$ cat src/rtl/char_chain_pkg.sv
package char_chain_pkg;
  typedef enum logic [1:0] {HS_IDLE, HS_STX, HS_OPEN} hdr_state_e;
endpackage

$ cat src/rtl/chain_stage.sv
module chain_stage #(
  parameter int W = 7
) (
  input  logic         clk_i,
  input  logic         rst_ni,
  input  logic         jam_i,
  input  logic [W-1:0] jam_d_i,
  input  logic         jam_full_i,
  input  logic         shift_i,
  input  logic         ser_i,
  input  logic         set_full_i,
  input  logic         clr_full_i,
  output logic [W-1:0] data_o,
  output logic         full_o,
  output logic         ser_o
);
  always_ff @(posedge clk_i or negedge rst_ni) begin
    if (!rst_ni) begin
      data_o <= '0;
      full_o <= 1'b0;
    end else if (jam_i) begin
      data_o <= jam_d_i;
      full_o <= jam_full_i;
    end else begin
      if (shift_i) data_o <= {data_o[W-2:0], ser_i};
      if (set_full_i)      full_o <= 1'b1;
      else if (clr_full_i) full_o <= 1'b0;
    end
  end

  assign ser_o = data_o[W-1];
endmodule

$ cat src/rtl/chain_mover.sv
module chain_mover #(
  parameter int W = 7
) (
  input  logic clk_i,
  input  logic rst_ni,
  input  logic up_full_i,
  input  logic dn_full_i,
  input  logic allow_i,
  output logic active_o,
  output logic done_o
);
  localparam int CW = $clog2(W);
  logic [CW-1:0] cnt_q;
  logic          start;

  assign start  = up_full_i && !dn_full_i && allow_i;
  assign done_o = active_o && (cnt_q == CW'(W-1));

  always_ff @(posedge clk_i or negedge rst_ni) begin
    if (!rst_ni) begin
      active_o <= 1'b0;
      cnt_q    <= '0;
    end else if (!active_o) begin
      if (start) active_o <= 1'b1;
      cnt_q <= '0;
    end else if (done_o) begin
      active_o <= 1'b0;
    end else begin
      cnt_q <= cnt_q + 1'b1;
    end
  end

  a_r3_start_gated: assert property (@(posedge clk_i) disable iff (!rst_ni)
    $rose(active_o) |-> $past(up_full_i && !dn_full_i && allow_i));
  a_r2_burst_runs: assert property (@(posedge clk_i) disable iff (!rst_ni)
    (active_o && !done_o) |=> active_o);
  a_r2_burst_ends: assert property (@(posedge clk_i) disable iff (!rst_ni)
    done_o |=> !active_o);
endmodule

$ cat src/rtl/rx_header_gate.sv
module rx_header_gate #(
  parameter int W = 7,
  parameter logic [W-1:0] STX = 7'h02
) (
  input  logic         clk_i,
  input  logic         rst_ni,
  input  logic         clear_i,
  input  logic         seen_i,
  input  logic [W-1:0] char_i,
  input  logic [W-1:0] addr_char_i,
  output logic         open_o
);
  import char_chain_pkg::*;
  hdr_state_e st_q, st_d;

  always_comb begin
    st_d = st_q;
    if (seen_i) begin
      unique case (st_q)
        HS_IDLE: st_d = (char_i == STX) ? HS_STX : HS_IDLE;
        HS_STX:  st_d = (char_i == addr_char_i) ? HS_OPEN :
                        (char_i == STX) ? HS_STX : HS_IDLE;
        default: st_d = st_q;
      endcase
    end
  end

  always_ff @(posedge clk_i or negedge rst_ni) begin
    if (!rst_ni)      st_q <= HS_IDLE;
    else if (clear_i) st_q <= HS_IDLE;
    else              st_q <= st_d;
  end

  assign open_o = (st_q == HS_OPEN);

  a_r5_open_needs_addr: assert property (@(posedge clk_i) disable iff (!rst_ni)
    $rose(open_o) |-> $past(seen_i && char_i == addr_char_i));
endmodule

$ cat src/rtl/char_chain.sv
module char_chain #(
  parameter int ADDR_W = 6,
  parameter int NSTG   = 3
) (
  input  logic              clk_i,
  input  logic              rst_ni,
  input  logic              mode_tx_i,
  input  logic [ADDR_W-1:0] dev_addr_i,
  input  logic              ld_valid_i,
  input  logic [ADDR_W:0]   ld_char_i,
  output logic              ld_ready_o,
  input  logic              tx_init_i,
  input  logic              enter_hdr_i,
  output logic              out_valid_o,
  output logic [ADDR_W:0]   out_char_o,
  input  logic              out_take_i,
  output logic              tx_active_o
);
  localparam int W = ADDR_W + 1;
  localparam logic [W-1:0] C_NULL = '0;
  localparam logic [W-1:0] C_STX  = W'(2);
  localparam logic [W-1:0] C_ETX  = W'(3);

  logic [W-1:0] data [NSTG];
  logic [NSTG-1:0] full, ser, jam, jam_full, shift, set_f, clr_f;
  logic [W-1:0] jam_d [NSTG];
  logic [NSTG-2:0] m_act, m_done, allow;

  logic [W-1:0] addr_char;
  logic hdr, init, ld_fire, take_fire, tx_done, etx_pend, rx_open, discard;

  assign addr_char = {1'b1, dev_addr_i};
  assign hdr       = enter_hdr_i && mode_tx_i;
  assign init      = tx_init_i && mode_tx_i;
  assign ld_ready_o = !full[0] && !(mode_tx_i && etx_pend);
  assign ld_fire   = ld_valid_i && ld_ready_o;
  assign take_fire = out_take_i && full[NSTG-1];
  assign tx_done   = mode_tx_i && tx_active_o && take_fire && (data[NSTG-1] == C_ETX);
  assign discard   = !mode_tx_i && !rx_open && full[0] && !m_act[0];

  // per-stage controls
  always_comb begin
    for (int i = 0; i < NSTG; i++) begin
      jam[i] = 1'b0; jam_d[i] = C_NULL; jam_full[i] = 1'b0;
      shift[i] = 1'b0; set_f[i] = 1'b0; clr_f[i] = 1'b0;
      if (i > 0)      begin shift[i] = shift[i] | m_act[i-1]; set_f[i] = m_done[i-1]; end
      if (i < NSTG-1) begin shift[i] = shift[i] | m_act[i];   clr_f[i] = m_done[i];   end
    end
    jam[0] = ld_fire; jam_d[0] = ld_char_i; jam_full[0] = 1'b1;
    clr_f[0] = clr_f[0] | discard;
    jam[NSTG-2] = hdr | init;
    jam_d[NSTG-2] = hdr ? addr_char : C_NULL;
    jam_full[NSTG-2] = hdr;
    jam[NSTG-1] = hdr; jam_d[NSTG-1] = C_STX; jam_full[NSTG-1] = 1'b1;
    clr_f[NSTG-1] = take_fire;
  end

  for (genvar g = 0; g < NSTG; g++) begin : g_stage
    chain_stage #(.W(W)) i_stage (
      .clk_i, .rst_ni,
      .jam_i(jam[g]), .jam_d_i(jam_d[g]), .jam_full_i(jam_full[g]),
      .shift_i(shift[g]), .ser_i((g == 0) ? 1'b0 : ser[(g == 0) ? 0 : g-1]),
      .set_full_i(set_f[g]), .clr_full_i(clr_f[g]),
      .data_o(data[g]), .full_o(full[g]), .ser_o(ser[g])
    );
  end

  for (genvar g = 0; g < NSTG-1; g++) begin : g_mover
    if (g == 0) begin : g_first
      assign allow[g] = mode_tx_i ? tx_active_o : rx_open;
    end else begin : g_rest
      assign allow[g] = 1'b1;
    end
    chain_mover #(.W(W)) i_mover (
      .clk_i, .rst_ni,
      .up_full_i(full[g]), .dn_full_i(full[g+1]), .allow_i(allow[g]),
      .active_o(m_act[g]), .done_o(m_done[g])
    );
  end

  rx_header_gate #(.W(W), .STX(C_STX)) i_gate (
    .clk_i, .rst_ni,
    .clear_i(mode_tx_i), .seen_i(discard), .char_i(data[0]),
    .addr_char_i(addr_char), .open_o(rx_open)
  );

  always_ff @(posedge clk_i or negedge rst_ni) begin
    if (!rst_ni) begin
      tx_active_o <= 1'b0;
      etx_pend    <= 1'b0;
    end else begin
      if (hdr)          tx_active_o <= 1'b1;
      else if (tx_done) tx_active_o <= 1'b0;
      if (hdr || tx_done) etx_pend <= 1'b0;
      else if (ld_fire && mode_tx_i && ld_char_i == C_ETX) etx_pend <= 1'b1;
    end
  end

  assign out_valid_o = full[NSTG-1];
  assign out_char_o  = data[NSTG-1];

  a_r8_out_held: assert property (@(posedge clk_i) disable iff (!rst_ni)
    (out_valid_o && !out_take_i && !enter_hdr_i) |=> (out_valid_o && $stable(out_char_o)));
  a_r8_take_empties: assert property (@(posedge clk_i) disable iff (!rst_ni)
    (out_valid_o && out_take_i && !enter_hdr_i) |=> !out_valid_o);
  a_r2_hop_clears_up: assert property (@(posedge clk_i) disable iff (!rst_ni)
    m_done[0] |=> !full[0]);
  a_r11_etx_blocks: assert property (@(posedge clk_i) disable iff (!rst_ni)
    (mode_tx_i && ld_fire && ld_char_i == C_ETX && !enter_hdr_i) |=> !ld_ready_o);
  a_r3_no_double_hop: assert property (@(posedge clk_i) disable iff (!rst_ni)
    !(m_act[0] && m_act[NSTG-2] && NSTG == 3));
endmodule

$ cat config.mk
export PLATFORM = sky130hd
export DESIGN_NAME = char_chain
export DESIGN_NICKNAME = d
export VERILOG_FILES = /design/src/rtl/char_chain_pkg.sv /design/src/rtl/chain_stage.sv /design/src/rtl/chain_mover.sv /design/src/rtl/rx_header_gate.sv /design/src/rtl/char_chain.sv
export SDC_FILE = /design/constraint.sdc
export NUM_CORES = 1
export LEC_CHECK = 0
export CORE_MARGIN = 4
export CORE_UTILIZATION = 52
export DETAILED_ROUTE_END_ITERATION = 7
export GPL_ROUTABILITY_DRIVEN = 0
export PLACE_DENSITY_LB_ADDON = 0.3
export SYNTH_ARGS = -nofsm -noshare
export SYNTH_HDL_FRONTEND = slang
export SYNTH_SLANG_ARGS = --single-unit
$ cat constraint.sdc
create_clock -name clk_i -period 1.59 [get_ports clk_i]
set_input_delay 0.159 -clock clk_i [delete_from_list [all_inputs] [get_ports clk_i]]
set_output_delay 0.159 -clock clk_i [all_outputs]
set_load 0.02 [all_outputs]
# Yosys cells after proc, flatten, opt, wreduce, memory -nomap -nowiden
# Cells that the tools add are included.
# W data, S select, Z words.
dict set report totals {
  register_bits 36
  in_bits 20
  out_inout_bits 10
  elab_cells 102
}
dict set report op_classes {
  add_sub_neg 2
  eq_ne 10
  n_mux 35
  n_bitwise 3
  n_reduce_logical 39
}
# cell count
set ops {}
lappend ops {{$mux W7} 7}
lappend ops {{$eq A7 B2 Y1 const B} 3}
lappend ops {{$mux W1} 20}
lappend ops {{$logic_and A1 B1 Y1} 19}
lappend ops {{$reduce_bool A2 Y1} 7}
lappend ops {{$mux W3} 4}
lappend ops {{$reduce_bool A3 Y1} 3}
lappend ops {{$eq A7 B7 Y1} 1}
lappend ops {{$logic_not A1 Y1} 7}
lappend ops {{$add A3 B1 Y3 const B} 2}
lappend ops {{$eq A3 B3 Y1 const B} 2}
lappend ops {{$mux W2} 3}
lappend ops {{$ne A2 B2 Y1 const B} 2}
lappend ops {{$pmux W2 S2} 1}
lappend ops {{$or A1 B1 Y1} 3}
lappend ops {{$eq A2 B1 Y1 const B} 1}
lappend ops {{$eq A2 B2 Y1 const B} 1}
lappend ops {{$logic_not A2 Y1} 1}
lappend ops {{$reduce_and A2 Y1} 1}
lappend ops {{$logic_or A1 B1 Y1} 1}

# Depth between registers and ports, before layout
dict set report logic_depth {
  depth_word 8
  depth_mapped 5
  mapped_depth_nobuf 5
}

# By module
# Synthesis repeated with hierarchy kept, for this count alone.
dict set report hier_totals {
  cells_unflattened 197
  area_unflattened_um2 2001.9
}
# module n_inst cells_per_inst area_per_inst_um2 seq_area_each_um2
set by_module_without_submodules {}
lappend by_module_without_submodules {chain_stage 3 35 379.1 200.2}
lappend by_module_without_submodules {chain_mover 2 20 206.4 100.1}
lappend by_module_without_submodules {char_chain 1 30 259.0 50.0}
lappend by_module_without_submodules {rx_header_gate 1 22 192.7 50.0}

# Worst setup path after synthesis
# Ideal clock, no wire load.
dict set report synth_path {
  path_type {register to register}
  start {register g_stage[0].i_stage.full_o}
  end {register g_stage[0].i_stage.data_o[2]}
  t_arrival_ps 1370
  slack_ps 84
  stages_incl_launch_ff 6
  path_cell_list {dfrtp_1 a21oi_1 nand2_1 clkbuf_1 nor2_1 a21oi_1}
}
dict set report synth_between {
  elab_chain_cells 4
  elab_cells_between_ends 5
  classes_between {mux: 1; reduce/logical: 4}
}
# element line_no
set synth_rtl {}
lappend synth_rtl {{start: declaration} chain_stage.sv:14} ;# output logic full_o,
lappend synth_rtl {{start signal: assignment} chain_stage.sv:23} ;# full_o <= jam_full_i;
lappend synth_rtl {{$logic_not A1 Y1 *} char_chain.sv:35} ;# assign ld_ready_o = !full[0] && !(mode_tx_i && etx_pend);
lappend synth_rtl {{$logic_and A1 B1 Y1 *} char_chain.sv:35}
lappend synth_rtl {{net ld_ready_o} char_chain.sv:11} ;# output logic ld_ready_o,
lappend synth_rtl {{$logic_and A1 B1 Y1 *} char_chain.sv:36} ;# assign ld_fire = ld_valid_i && ld_ready_o;
lappend synth_rtl {{$mux W7 / $reduce_bool A2 Y1 (equally long branches)} -}
lappend synth_rtl {{end signal: assignment} chain_stage.sv:22} ;# data_o <= jam_d_i;
lappend synth_rtl {{end signal: assignment} chain_stage.sv:25} ;# if (shift_i) data_o <= {data_o[W-2:0], ser_i};
lappend synth_rtl {{end: declaration} chain_stage.sv:13} ;# output logic [W-1:0] data_o,
# The timed path passes the listed nets; every way through them passes the cells marked *.
# A chain may end at the register's enable or synchronous reset.

# Worst setup path after layout
dict set report layout_path {
  start {register etx_pend}
  end {output ld_ready_o}
}
dict set report layout_between {
  elab_chain_cells 3
}
# element line_no
set layout_rtl {}
lappend layout_rtl {{start: declaration} char_chain.sv:30} ;# logic hdr, init, ld_fire, take_fire, tx_done, etx_pend, rx_open, discard;
lappend layout_rtl {{start signal: assignment} char_chain.sv:90} ;# etx_pend <= 1'b0;
lappend layout_rtl {{start signal: assignment} char_chain.sv:94} ;# if (hdr || tx_done) etx_pend <= 1'b0;
lappend layout_rtl {{start signal: assignment} char_chain.sv:95} ;# else if (ld_fire && mode_tx_i && ld_char_i == C_ETX) etx_pend <= 1'b1;
lappend layout_rtl {{$logic_and A1 B1 Y1} char_chain.sv:35}
lappend layout_rtl {{$logic_not A1 Y1} char_chain.sv:35}
lappend layout_rtl {{$logic_and A1 B1 Y1} char_chain.sv:35}
lappend layout_rtl {{end: declaration} char_chain.sv:11}
# No other way between the ends.

==> summary.txt <==
Core Region -> 0.00334 mm^2
Synth Area in XOR/XNOR -> 0.0389
Final hold violations -> 0
Post-Synth Adder-Cell Area -> 0.0278
Area of the multi-input gates -> 791 um^2
PostCTS Resize Cnt -> 1
Clock input transition at the sequential cells of the worst setup and hold paths -> 0.11 ns
Total wire length -> 3760 um
Insertion delay to the later sink of the worst-skew pair -> 0.33 ns
Yosys top cell area share -> 0.500
Num CTS Buffers -> 5
Synth Flop Type -> dfrtp_1
Antenna diodes -> 0
Number of flops mapped to enable cells by yosys -> 0
Final core utilization -> 0.674
Fill cells -> 272
Routed vias/inst -> 5.30
CTS tree -> built
Top-count cell post-synth -> dfrtp_1
Async SR Flop Fraction -> 1.00
Clk root buf -> clkbuf_4
Post-layout min period -> 1.54 ns
Post-Syn Instances -> 184
Top cells by area, synth -> dfrtp_1 50%, mux2i_1 7.8%, nor2_1 4.4%
IO Port Bufs -> 29
Synthesized cell area -> 0.00180 mm^2
Hold Crit Class -> input pin to asynchronous set/reset pin
Mux share of post-synthesis cell area -> 0.0778
Most frequent cells after synthesis -> 36 x dfrtp_1, 21 x nor2_1, 18 x nand2_1
Seq/Total Area, Yosys -> 0.500
Vias in the first global route -> 1463
Setup slack, reg-to-reg -> 0.11 ns
Clk sinks -> 36
Clock Skew -> 0.00693 ns
Drt wl/cell -> 14.2 um
Post-route ant nets -> 0
Pin slew with the least headroom to its limit -> 0.448 ns
Synth-to-layout area growth -> 24.9%
CTS H-tree depth -> 2
Simple-Gate Fraction of Synth Area -> 0.168
Main combinational cell family by area after synthesis -> simple AND/OR/NAND/NOR gates
Count of pins over their slew limit -> 0
Global-route wire length before repair -> 6300 um
# DRC -> 0
Worst slack at placement -> -0.0795 ns
Final HPWL DP -> 2840 um
Final nets -> 242
Die Y -> 66.8 um
Placed inst area -> 0.00215 mm^2
Initial DRC count -> 142
Hold_ws -> 0.229 ns
Layout cells sized above 1 -> 0.0913
Final setup margin -> 0.0496 ns
Highest clock rate -> 0.649 GHz
Synth area leader -> dfrtp_1
Yosys reg bits -> 36
Synth Area in Compound Gates -> 0.126
Final worst path period share -> 0.969
Clk buf depth -> 2
Cts hold-fix bufs -> 0
Initial core utilization -> 0.540
Setup TNS -> 0 ns
Yosys warnings -> 0
Peak supply drop -> 0.777 mV
CP Capture Type -> primary output
Max-slew headroom -> 0.702
Via count -> 1405
WS Path Type -> register to primary output
Post-route cell area -> 0.00225 mm^2
Register area -> 901 um^2
Initial antenna violation count -> 0
Die area -> 0.00447 mm^2
Startpoint types -> register
CP required -> 1.43 ns
# setup viols final -> 0
Distinct cell type count after synthesis -> 33
Total GRT Usage -> 0.186
Chip Width -> 66.8 um
Largest net degree at the start of global routing -> 37
PwrDens -> 1650 mW/mm^2
Grt ovf -> 0
Crit path launch -> etx_pend
DR pass1 iterations -> 4
Reg2reg start -> g_stage[2].i_stage.data_o[4]
Mapped Nets -> 208
Status -> finished clean
Postcts setup bufs -> 0
RSZ-0062 raised after global routing -> false
Row Count -> 21
I/O pin cnt -> 30
Syn Area/Cell -> 9.79 um^2
Leakage -> 1.13 nW
Number of max-cap violations -> 0
CP Max Fanout -> 3
Worst EP arrival -> 1.38 ns
-- final timing paths --
path                                           endpoint  cells after the start
setup / recovery                             ld_ready_o                      2
hold / removal              g_mover[1].i_mover.cnt_q[2]                      2
setup reg to reg                            tx_active_o                      3
hold reg to reg             g_mover[0].i_mover.active_o                      1
max in group asynchronous  g_stage[0].i_stage.data_o[4]                      2
min in group clk_i         g_stage[0].i_stage.data_o[0]                      3
-- cell families after synthesis --
logic type,count (synthesis)
buffers and inverters,21
AO/OA/AOI/OAI,39
flip-flops,36
adder cells (fa/ha/maj),4
multiplexers,14
XOR/XNOR,8
AND/OR/NAND/NOR,62
-- worst max-delay path: stages, from the launching register on --
cell and delay (ns):
dfrtp_1 0.42, a21oi_1 0.27, clkdlybuf4s15_1 0.35
-- power breakdown --
part           total (mW)  switching (mW)  internal (mW)
registers            1.56           0.295           1.27
clock network       0.630           0.302          0.328
logic                1.52           0.763          0.754
total                3.71            1.36           2.35
-- cell type report --
cell class | count | area share
clock inverter | 3 | 0.0189
inverter | 8 | 0.0133
sequential | 36 | 0.400
timing repair buffer | 40 | 0.174
multi-input combinational | 127 | 0.352
clock buffer | 5 | 0.0167
tap | 46 | 0.0256
-- sequential cells by signal (all words and copies together), names as in the netlist --
signal	flops
g_mover.i_mover.active_o	2
etx_pend	1
i_gate.st_q	2
g_stage.i_stage.full_o	3
tx_active_o	1
g_stage.i_stage.data_o	21
g_mover.i_mover.cnt_q	6
-- cells in the final DEF (no fill, tap or decap), types with 2 or more instances in the layout --
master,n
clkbuf_4,5
nand3_1,4
dfrtp_1,36
nor4_1,2
nand2b_1,2
a21oi_1,15
o211a_1,2
a31oi_1,2
o21ai_0,14
mux2i_1,14
nor3_1,3
nand2_1,18
a41oi_1,2
xnor2_1,4
dlymetal6s2s_1,7
xor2_1,4
buf_4,11
inv_1,8
clkdlybuf4s50_1,21
ha_1,4
nor2_1,21
and2_1,4
-- through the flow --
stage / total power [mW] / cells
global route: 3.99 / 265
detailed placement: 3.12 / 257
finish: 3.71 / 265
floorplan: 2.64 / 184
global placement: 3.03 / 257
CTS: 3.76 / 265
-- layer usage --
| layer | track usage | vias to the layer above | wire [um] |
|---|---|---|---|
| li1 | - | 692 | - |
| met4 | 0.0381 | 0 | 19 |
| met2 | 0.318 | 41 | 1930 |
| met3 | 0.0540 | 2 | 187 |
| met1 | 0.233 | 670 | 1620 |
| met5 | 0 | - | 0 |
No activity file was read; power rests on OpenSTA's default activity.
